### src/rtl/eic_pkg.sv
package eic_pkg;

    localparam int DATA_W = 32;
    localparam int ADDR_W = 10;

    localparam logic [ADDR_W-1:0] OFF_IEN  = 10'h000;
    localparam logic [ADDR_W-1:0] OFF_EVEN = 10'h004;
    localparam logic [ADDR_W-1:0] OFF_RISE = 10'h008;
    localparam logic [ADDR_W-1:0] OFF_FALL = 10'h00C;
    localparam logic [ADDR_W-1:0] OFF_SWT  = 10'h010;
    localparam logic [ADDR_W-1:0] OFF_PEND = 10'h014;

    typedef enum logic [2:0] {
        SEL_IEN,
        SEL_EVEN,
        SEL_RISE,
        SEL_FALL,
        SEL_SWT,
        SEL_PEND,
        SEL_NONE
    } reg_sel_e;

    function automatic reg_sel_e decode_addr(input logic [ADDR_W-1:0] a);
        reg_sel_e s;
        case (a)
            OFF_IEN:  s = SEL_IEN;
            OFF_EVEN: s = SEL_EVEN;
            OFF_RISE: s = SEL_RISE;
            OFF_FALL: s = SEL_FALL;
            OFF_SWT:  s = SEL_SWT;
            OFF_PEND: s = SEL_PEND;
            default:  s = SEL_NONE;
        endcase
        return s;
    endfunction

endpackage

### src/rtl/eic_sync.sv
module eic_sync #(
    parameter int NLINES = 16
) (
    input  logic              clk,
    input  logic              rst_n,
    input  logic [NLINES-1:0] line_i,
    output logic [NLINES-1:0] rise_o,
    output logic [NLINES-1:0] fall_o
);

    typedef struct packed {
        logic [NLINES-1:0] meta;
        logic [NLINES-1:0] sync;
        logic [NLINES-1:0] prev;
    } sync_st_t;

    sync_st_t st_d, st_q;

    always_comb begin
        st_d      = st_q;
        st_d.meta = line_i;
        st_d.sync = st_q.meta;
        st_d.prev = st_q.sync;
    end

    always_ff @(posedge clk or negedge rst_n) begin
        if (!rst_n) st_q <= '0;
        else        st_q <= st_d;
    end

    for (genvar i = 0; i < NLINES; i++) begin : g_edge
        assign rise_o[i] =  st_q.sync[i] & ~st_q.prev[i];
        assign fall_o[i] = ~st_q.sync[i] &  st_q.prev[i];
    end

    // An edge must come from a real change seen two stages earlier
    AST_EDGE_FROM_INPUT: assert property (@(posedge clk) disable iff (!rst_n)
        1'b1 |=> (((rise_o | fall_o) & ~($past(st_q.meta) ^ $past(st_q.sync))) == '0));

endmodule

### src/rtl/eic_regs.sv
module eic_regs
    import eic_pkg::*;
#(
    parameter int NLINES = 16
) (
    input  logic              clk,
    input  logic              rst_n,
    input  logic              we_i,
    input  reg_sel_e          sel_i,
    input  logic [NLINES-1:0] wbits_i,
    input  logic [NLINES-1:0] rise_i,
    input  logic [NLINES-1:0] fall_i,
    output logic [NLINES-1:0] ien_o,
    output logic [NLINES-1:0] even_o,
    output logic [NLINES-1:0] rsel_o,
    output logic [NLINES-1:0] fsel_o,
    output logic [NLINES-1:0] swt_o,
    output logic [NLINES-1:0] pend_o,
    output logic [NLINES-1:0] irq_o
);

    typedef struct packed {
        logic [NLINES-1:0] ien;
        logic [NLINES-1:0] even;
        logic [NLINES-1:0] rsel;
        logic [NLINES-1:0] fsel;
        logic [NLINES-1:0] swt;
        logic [NLINES-1:0] pend;
        logic [NLINES-1:0] irq;
    } reg_st_t;

    reg_st_t st_d, st_q;
    logic [NLINES-1:0] clr_mask;
    logic [NLINES-1:0] hit;

    always_comb begin
        st_d     = st_q;
        clr_mask = '0;
        if (we_i) begin
            case (sel_i)
                SEL_IEN:  st_d.ien  = wbits_i;
                SEL_EVEN: st_d.even = wbits_i;
                SEL_RISE: st_d.rsel = wbits_i;
                SEL_FALL: st_d.fsel = wbits_i;
                SEL_SWT:  st_d.swt  = wbits_i;
                SEL_PEND: clr_mask  = wbits_i;
                default:  ;
            endcase
        end
        hit       = (rise_i & st_q.rsel) | (fall_i & st_q.fsel);
        st_d.pend = (st_q.pend & ~clr_mask) | hit;
        st_d.irq  = (rise_i | fall_i) & st_q.ien;
    end

    always_ff @(posedge clk or negedge rst_n) begin
        if (!rst_n) st_q <= '0;
        else        st_q <= st_d;
    end

    assign ien_o  = st_q.ien;
    assign even_o = st_q.even;
    assign rsel_o = st_q.rsel;
    assign fsel_o = st_q.fsel;
    assign swt_o  = st_q.swt;
    assign pend_o = st_q.pend;
    assign irq_o  = st_q.irq;

    AST_RISE_LATCH: assert property (@(posedge clk) disable iff (!rst_n)
        ((rise_i & st_q.rsel) != '0) |=> ((st_q.pend & $past(rise_i & st_q.rsel)) == $past(rise_i & st_q.rsel)));
    AST_FALL_LATCH: assert property (@(posedge clk) disable iff (!rst_n)
        ((fall_i & st_q.fsel) != '0) |=> ((st_q.pend & $past(fall_i & st_q.fsel)) == $past(fall_i & st_q.fsel)));
    AST_NO_SET_WITHOUT_EDGE: assert property (@(posedge clk) disable iff (!rst_n)
        1'b1 |=> ((st_q.pend & ~$past(st_q.pend) & ~$past(rise_i | fall_i)) == '0));
    AST_CLEAR_ONLY_BY_W1C: assert property (@(posedge clk) disable iff (!rst_n)
        1'b1 |=> (($past(st_q.pend) & ~st_q.pend & ~$past((we_i && sel_i == SEL_PEND) ? wbits_i : '0)) == '0));
    AST_IRQ_GATED: assert property (@(posedge clk) disable iff (!rst_n)
        1'b1 |=> ((st_q.irq & ~$past(st_q.ien)) == '0));

endmodule

### src/rtl/eic_rdmux.sv
module eic_rdmux
    import eic_pkg::*;
#(
    parameter int NLINES = 16
) (
    input  reg_sel_e              sel_i,
    input  logic [NLINES-1:0]     ien_i,
    input  logic [NLINES-1:0]     even_i,
    input  logic [NLINES-1:0]     rsel_i,
    input  logic [NLINES-1:0]     fsel_i,
    input  logic [NLINES-1:0]     swt_i,
    input  logic [NLINES-1:0]     pend_i,
    output logic [DATA_W-1:0]     rdata_o
);

    logic [NLINES-1:0] pick;

    always_comb begin
        case (sel_i)
            SEL_IEN:  pick = ien_i;
            SEL_EVEN: pick = even_i;
            SEL_RISE: pick = rsel_i;
            SEL_FALL: pick = fsel_i;
            SEL_SWT:  pick = swt_i;
            SEL_PEND: pick = pend_i;
            default:  pick = '0;
        endcase
        rdata_o              = '0;
        rdata_o[NLINES-1:0]  = pick;
    end

    always_comb begin
        if (sel_i == SEL_NONE)
            AST_UNMAPPED_ZERO: assert (rdata_o == '0);
    end

endmodule

### src/rtl/edge_irq_ctrl.sv
module edge_irq_ctrl
    import eic_pkg::*;
#(
    parameter int NLINES = 16
) (
    input  logic                 clk,
    input  logic                 rst_n,
    input  logic [NLINES-1:0]    line_i,
    input  logic [ADDR_W-1:0]    bus_addr,
    input  logic                 bus_we,
    input  logic [DATA_W-1:0]    bus_wdata,
    output logic [DATA_W-1:0]    bus_rdata,
    output logic [NLINES-1:0]    irq_o
);

    reg_sel_e          sel;
    logic [NLINES-1:0] rise, fall;
    logic [NLINES-1:0] ien, even, rsel, fsel, swt, pend;
    logic              unused_wbits;

    assign sel          = decode_addr(bus_addr);
    assign unused_wbits = ^bus_wdata;

    eic_sync #(.NLINES(NLINES)) u_sync (
        .clk    (clk),
        .rst_n  (rst_n),
        .line_i (line_i),
        .rise_o (rise),
        .fall_o (fall)
    );

    eic_regs #(.NLINES(NLINES)) u_regs (
        .clk     (clk),
        .rst_n   (rst_n),
        .we_i    (bus_we),
        .sel_i   (sel),
        .wbits_i (bus_wdata[NLINES-1:0]),
        .rise_i  (rise),
        .fall_i  (fall),
        .ien_o   (ien),
        .even_o  (even),
        .rsel_o  (rsel),
        .fsel_o  (fsel),
        .swt_o   (swt),
        .pend_o  (pend),
        .irq_o   (irq_o)
    );

    eic_rdmux #(.NLINES(NLINES)) u_rdmux (
        .sel_i   (sel),
        .ien_i   (ien),
        .even_i  (even),
        .rsel_i  (rsel),
        .fsel_i  (fsel),
        .swt_i   (swt),
        .pend_i  (pend),
        .rdata_o (bus_rdata)
    );

    AST_UNMAPPED_WRITE: assert property (@(posedge clk) disable iff (!rst_n)
        (bus_we && sel == SEL_NONE) |=> $stable({ien, even, rsel, fsel, swt}));

endmodule

### config.mk
export PLATFORM = sky130hd
export DESIGN_NAME = edge_irq_ctrl
export DESIGN_NICKNAME = d
export VERILOG_FILES = /design/src/rtl/eic_pkg.sv /design/src/rtl/eic_sync.sv /design/src/rtl/eic_regs.sv /design/src/rtl/eic_rdmux.sv /design/src/rtl/edge_irq_ctrl.sv
export SDC_FILE = /design/constraint.sdc
export NUM_CORES = 1
export LEC_CHECK = 0
export BUFFER_PORTS_ARGS = -buffer_cell sky130_fd_sc_hd__buf_4
export CAP_MARGIN = 20
export CORE_MARGIN = 1
export CORE_UTILIZATION = 50
export CTS_CLUSTER_SIZE = 12
export DETAILED_ROUTE_END_ITERATION = 10
export GPL_ROUTABILITY_DRIVEN = 0
export GPL_TIMING_DRIVEN = 0
export PLACE_DENSITY = 0.75
export SLEW_MARGIN = 20
export SYNTH_ARGS = -nofsm -noshare
export SYNTH_HDL_FRONTEND = slang
export SYNTH_SLANG_ARGS = --single-unit
### constraint.sdc
create_clock -name clk -period 4 [get_ports clk]
set_input_delay 0.4 -clock clk [delete_from_list [all_inputs] [get_ports clk]]
set_output_delay 0.4 -clock clk [all_outputs]
set_load 0.05 [all_outputs]
Yosys cells after proc, flatten, opt, wreduce, memory -nomap -nowiden:

Index checks and enable logic that the tools add are counted.

* flip-flop bits (word level): 160
* input bits: 61
* output and inout bits: 48
* logic and storage cells: 103

* equal/unequal tests: 10
* mux-type cells: 4
* bitwise gates (word level): 72
* reductions and logical operators: 7

Operators with widths (number)
* $pmux W16 S6: 1
* $and A16 B16 Y16: 4
* $or A16 B16 Y16: 3
* $and A1 B1 Y1: 32
* $mux W16: 2
* $not A1 Y1: 32
* $eq A10 B4 Y1 const B: 2
* $eq A10 B5 Y1 const B: 2
* $pmux W3 S6: 1
* $not A16 Y16: 1
* $eq A10 B3 Y1 const B: 1
* $logic_not A10 Y1: 1
* $reduce_and A2 Y1: 5
* $eq A3 B2 Y1 const B: 2
* $eq A3 B3 Y1 const B: 2
* $eq A3 B1 Y1 const B: 1
* $logic_not A3 Y1: 1

Logic depth before layout (Yosys ltp):

* word-level depth: 8
* mapped depth: 10
* gate-level depth less buffers: 8

Hierarchy:

Synthesis repeated with hierarchy kept, for this count alone.

* cells, all modules: 503
* area, all modules: 7123.1 µm²

By module, submodules not included
* eic_regs: instances 1, cells an instance 288, area an instance 4531.8 µm², seq. area each 2802.7 µm²
* eic_sync: instances 1, cells an instance 80, area an instance 1481.4 µm², seq. area each 1201.2 µm²
* eic_rdmux: instances 1, cells an instance 129, area an instance 1064.8 µm², seq. area each 0.0 µm²
* edge_irq_ctrl: instances 1, cells an instance 6, area an instance 45.0 µm², seq. area each 0.0 µm²

Worst setup path after synthesis:

Ideal clock, no wire load.

* kind: in2out
* from: input port bus_addr[8]
* to: output port bus_rdata[10]
* arrival time: 2603 ps
* data required time: 3600 ps
* path slack: 997 ps
* stages on the path: 9
* buffers on the path: 2
* cell sequence: nor4_4 > and2_1 > nand2_1 > ha_1 > or3_1 > clkbuf_1 > buf_2 > o221ai_1 > o21a_1

* word-level cells in the longest chain between the ends: 4
* elaborated cells on any way between the ends: 14
* classes of those cells: eq/ne: 10; mux: 2; reduce/logical: 2

RTL lines
* from (decl): line edge_irq_ctrl.sv:9 `input logic [ADDR_W-1:0] bus_addr,`
* $eq A10 B5 Y1, or another cell as far along: line eic_pkg.sv:25 `case (a)`
* $pmux W3 S6 *: line eic_pkg.sv:25
* $eq A3 B3 Y1, or another cell as far along: line eic_rdmux.sv:19 `case (sel_i)`
* $pmux W16 S6 *: line eic_rdmux.sv:19
* to (decl): line edge_irq_ctrl.sv:12 `output logic [DATA_W-1:0] bus_rdata,`

Every way passes the cells marked *; elsewhere a longest branch is shown, timed or not.

Worst setup path in the final report:

* from: input port bus_addr[8]
* to: output port bus_rdata[2]

Same word-level chain as after synthesis.

==> run metrics <==
status finished with violations; failing checks negative hold slack; nets@finish 723; Setup Crit Path Kind input port to primary output; Worst Hold Margin -0.0008248 ns; Pre-antenna DRT Iters 4; initial antenna violation count 0; TritonCTS Buffers 17; row cnt 43; total of max-cap violations 0; peak supply drop 0.2942 mV; # diodes 0; setup_tns 0 ns; R2R depth 3; PD cells 411.0 mW/mm2; Largest stage delay, worst path 0.56 ns; Ports 109; CTS resizes 0; critical path data required time 3.60 ns; part of the power in registers 47.3%; Worst Tran Pin Value 0.7216 ns; Max Freq 276.6 MHz; final count of hold timing violations 1; largest net degree at the start of global routing 98; Most common cell on crit path buf_4; critical path's slowest cell clkbuf_1; cts hold-fix bufs 0; Layout area overhead 20.54%; Sw Ratio 23.24%; total track usage 22.53%; Final Routed Wirelength 15.26 mm; Comb power frac 7.1%; Final min period 3.615 ns; Worst Path Max Fanout 10; die extent in y 122.1 um; Synth top area share 55.53%; Clock Tree Buf Depth 2; fillcell total 1115; Mapped Cells 518; initial DRC count 302; startpoint types input port; antenna-violating nets left 0; root buf cell clkbuf_16; top post-synthesis cells by area dfrtp_1, mux2_2, mux2i_1; Max Clock Skew 0.007738 ns; core area 0.01399 mm2; DR WL/cell 18.56 um; Final Core Density 62.14%; Die Wd 122.1 um; later-pin clock latency in the skew report 0.43 ns; # setup viols final 0; Worst-path clk slew 0.06 ns; WP data arrival 3.21 ns; clock share of power 45.5%; Die ar. 0.01491 mm2; hpwl dp 10.20 mm; Leak Pwr 4.472 nW; cells along the critical path buf_4 > nor4_4 > and2_1 > nand2_1 > ha_1 > nor2b_1 > nand3_1 > clkbuf_1 > o22ai_1 > o21a_1 > buf_4; TritonCTS clock tree built; Post-synth top cells dfrtp_1, mux2_2, mux2i_1; Residual DRC 0; number of synthesis warnings 0; endpoint type of the worst setup path primary output; unrepaired setup endpoints after global routing false; fraction of registers with async set/reset 100.0%; Hold WC Path Type input port to asynchronous set/reset pin; vias in the first global route 4744; Period Utilization, post-route 90.37%; final-report max-slew violation count 0; ratio of cells with drive above 1 in the final layout 35.20%; most common cell in the netlist dfrtp_1; Post-CTS Setup Bufs 0; Primary FF master, synth dfrtp_1; EDFF count, synth 0; syn avg cell area 13.92 um2; global-route wire length before repair 24.66 mm; H-tree depth 4; PortBufs 76; vias per inst 5.454; synth unique cells 36; Psw 0.8303 mW; total congestion overflow 0; Internal 2.742 mW; #FFs+latches synth 160; clk sink count 160; register area share after synthesis 55.53%; Rel. slew slack 51.89%; mapped cell area 0.007211 mm2; via count 4483; starting density of the core 51.55%; area leader, netlist dfrtp_1
[power by group through the flow]
stage                     Combinational, mW  Clock, mW  Sequential, mW
after global routing                  0.281       1.72            1.69
after global placement                0.246          0            1.72
after floorplan                       0.118          0            1.74
after CTS                             0.259       1.66            1.69
after detailed placement              0.258          0            1.72
final                                 0.255       1.63            1.69
[path summary, 6_finish.rpt]
path,from,end,slack [ns]
max reg2reg,u_sync.st_q[0],u_regs.pend_o[0],2.92
max,bus_addr[8],bus_rdata[2],0.39
min reg2reg,u_sync.st_d[20],u_sync.st_d[4],0.35
min in group clk,line_i[2],u_sync.st_d[18],0.07
min,rst_n,u_regs.irq_o[4],-0.0008
max in group asynchronous,rst_n,u_sync.st_d[24],3.24
[sequential cells by signal (all words and copies together) (netlist names)]
name           count
u_regs.pend_o     16
u_sync.st_d       32
u_regs.ien_o      16
u_regs.swt_o      16
u_regs.even_o     16
u_regs.fsel_o     16
u_regs.irq_o      16
u_regs.rsel_o     16
u_sync.st_q       16
[logic make-up after synthesis]
| logic type | share of synthesized area [%] |
|---|---|
| flops | 55.53 |
| buf+inv | 4.963 |
| fa+ha+maj | 5.726 |
| mux | 19.63 |
| compound gates | 9.405 |
| other cells | 0.05201 |
| simple gates | 4.702 |
[area by class of cell]
cell class	instances	area [um2]	share of cell area (%)
Clock buffer	18	429.2	4.937
Multi-Input combinational cell	306	2905	33.42
Tap cell	180	225.2	2.591
Sequential cell	160	4004	46.06
Clock inverter	14	165.2	1.900
Inverter	32	120.1	1.382
Buffer	35	237.7	2.735
Timing Repair Buffer	77	605.6	6.967
[layout by cell type (no fill, tap or decap), drive strengths merged, types with 2 or more instances in the layout]
master and n:
nand2 7, clkbuf 23, or3 2, mux2i 48, bufinv 3, nor4 2
clkinvlp 2, mux2 80, o221ai 16, conb 16, buf 107, clkinv 8
a221o 16, nand2b 3, nand3 3, a21boi 17, nor2b 19, dfrtp 160
inv 33, nor2 3, o21a 16, nor3 2, ha 33, o22ai 16
[worst max-delay path, delay by kind of cell]
kind | cells | cell delay [ns]
fa+ha+maj | 1 | 0.30
buf+inv | 3 | 0.88
simple gates | 5 | 1.18
compound gates | 2 | 0.44
[layer usage]
metal  global-route usage, %  wire length (um)
met3                   5.197               685
met5                       0                 0
met1                   28.42              6539
met2                   37.46              7780
met4                   8.994               250
[per-stage QoR]
stage / setup slack, ns / cell area (um2) / hold slack (ns) / power (mW) / instances
floorplan: 0.9970 / 7267 / 0.1044 / 1.855 / 533
global placement: 0.5589 / 8063 / 0.3323 / 1.963 / 789
detailed placement: 0.4716 / 8098 / 0.3370 / 1.978 / 790
CTS: 0.4536 / 8692 / 0.03337 / 3.606 / 822
global route: 0.2907 / 8692 / 0.05583 / 3.700 / 822
finish: 0.3853 / 8692 / -0.0008248 / 3.572 / 822
No activity file was read; power rests on OpenSTA's default activity.
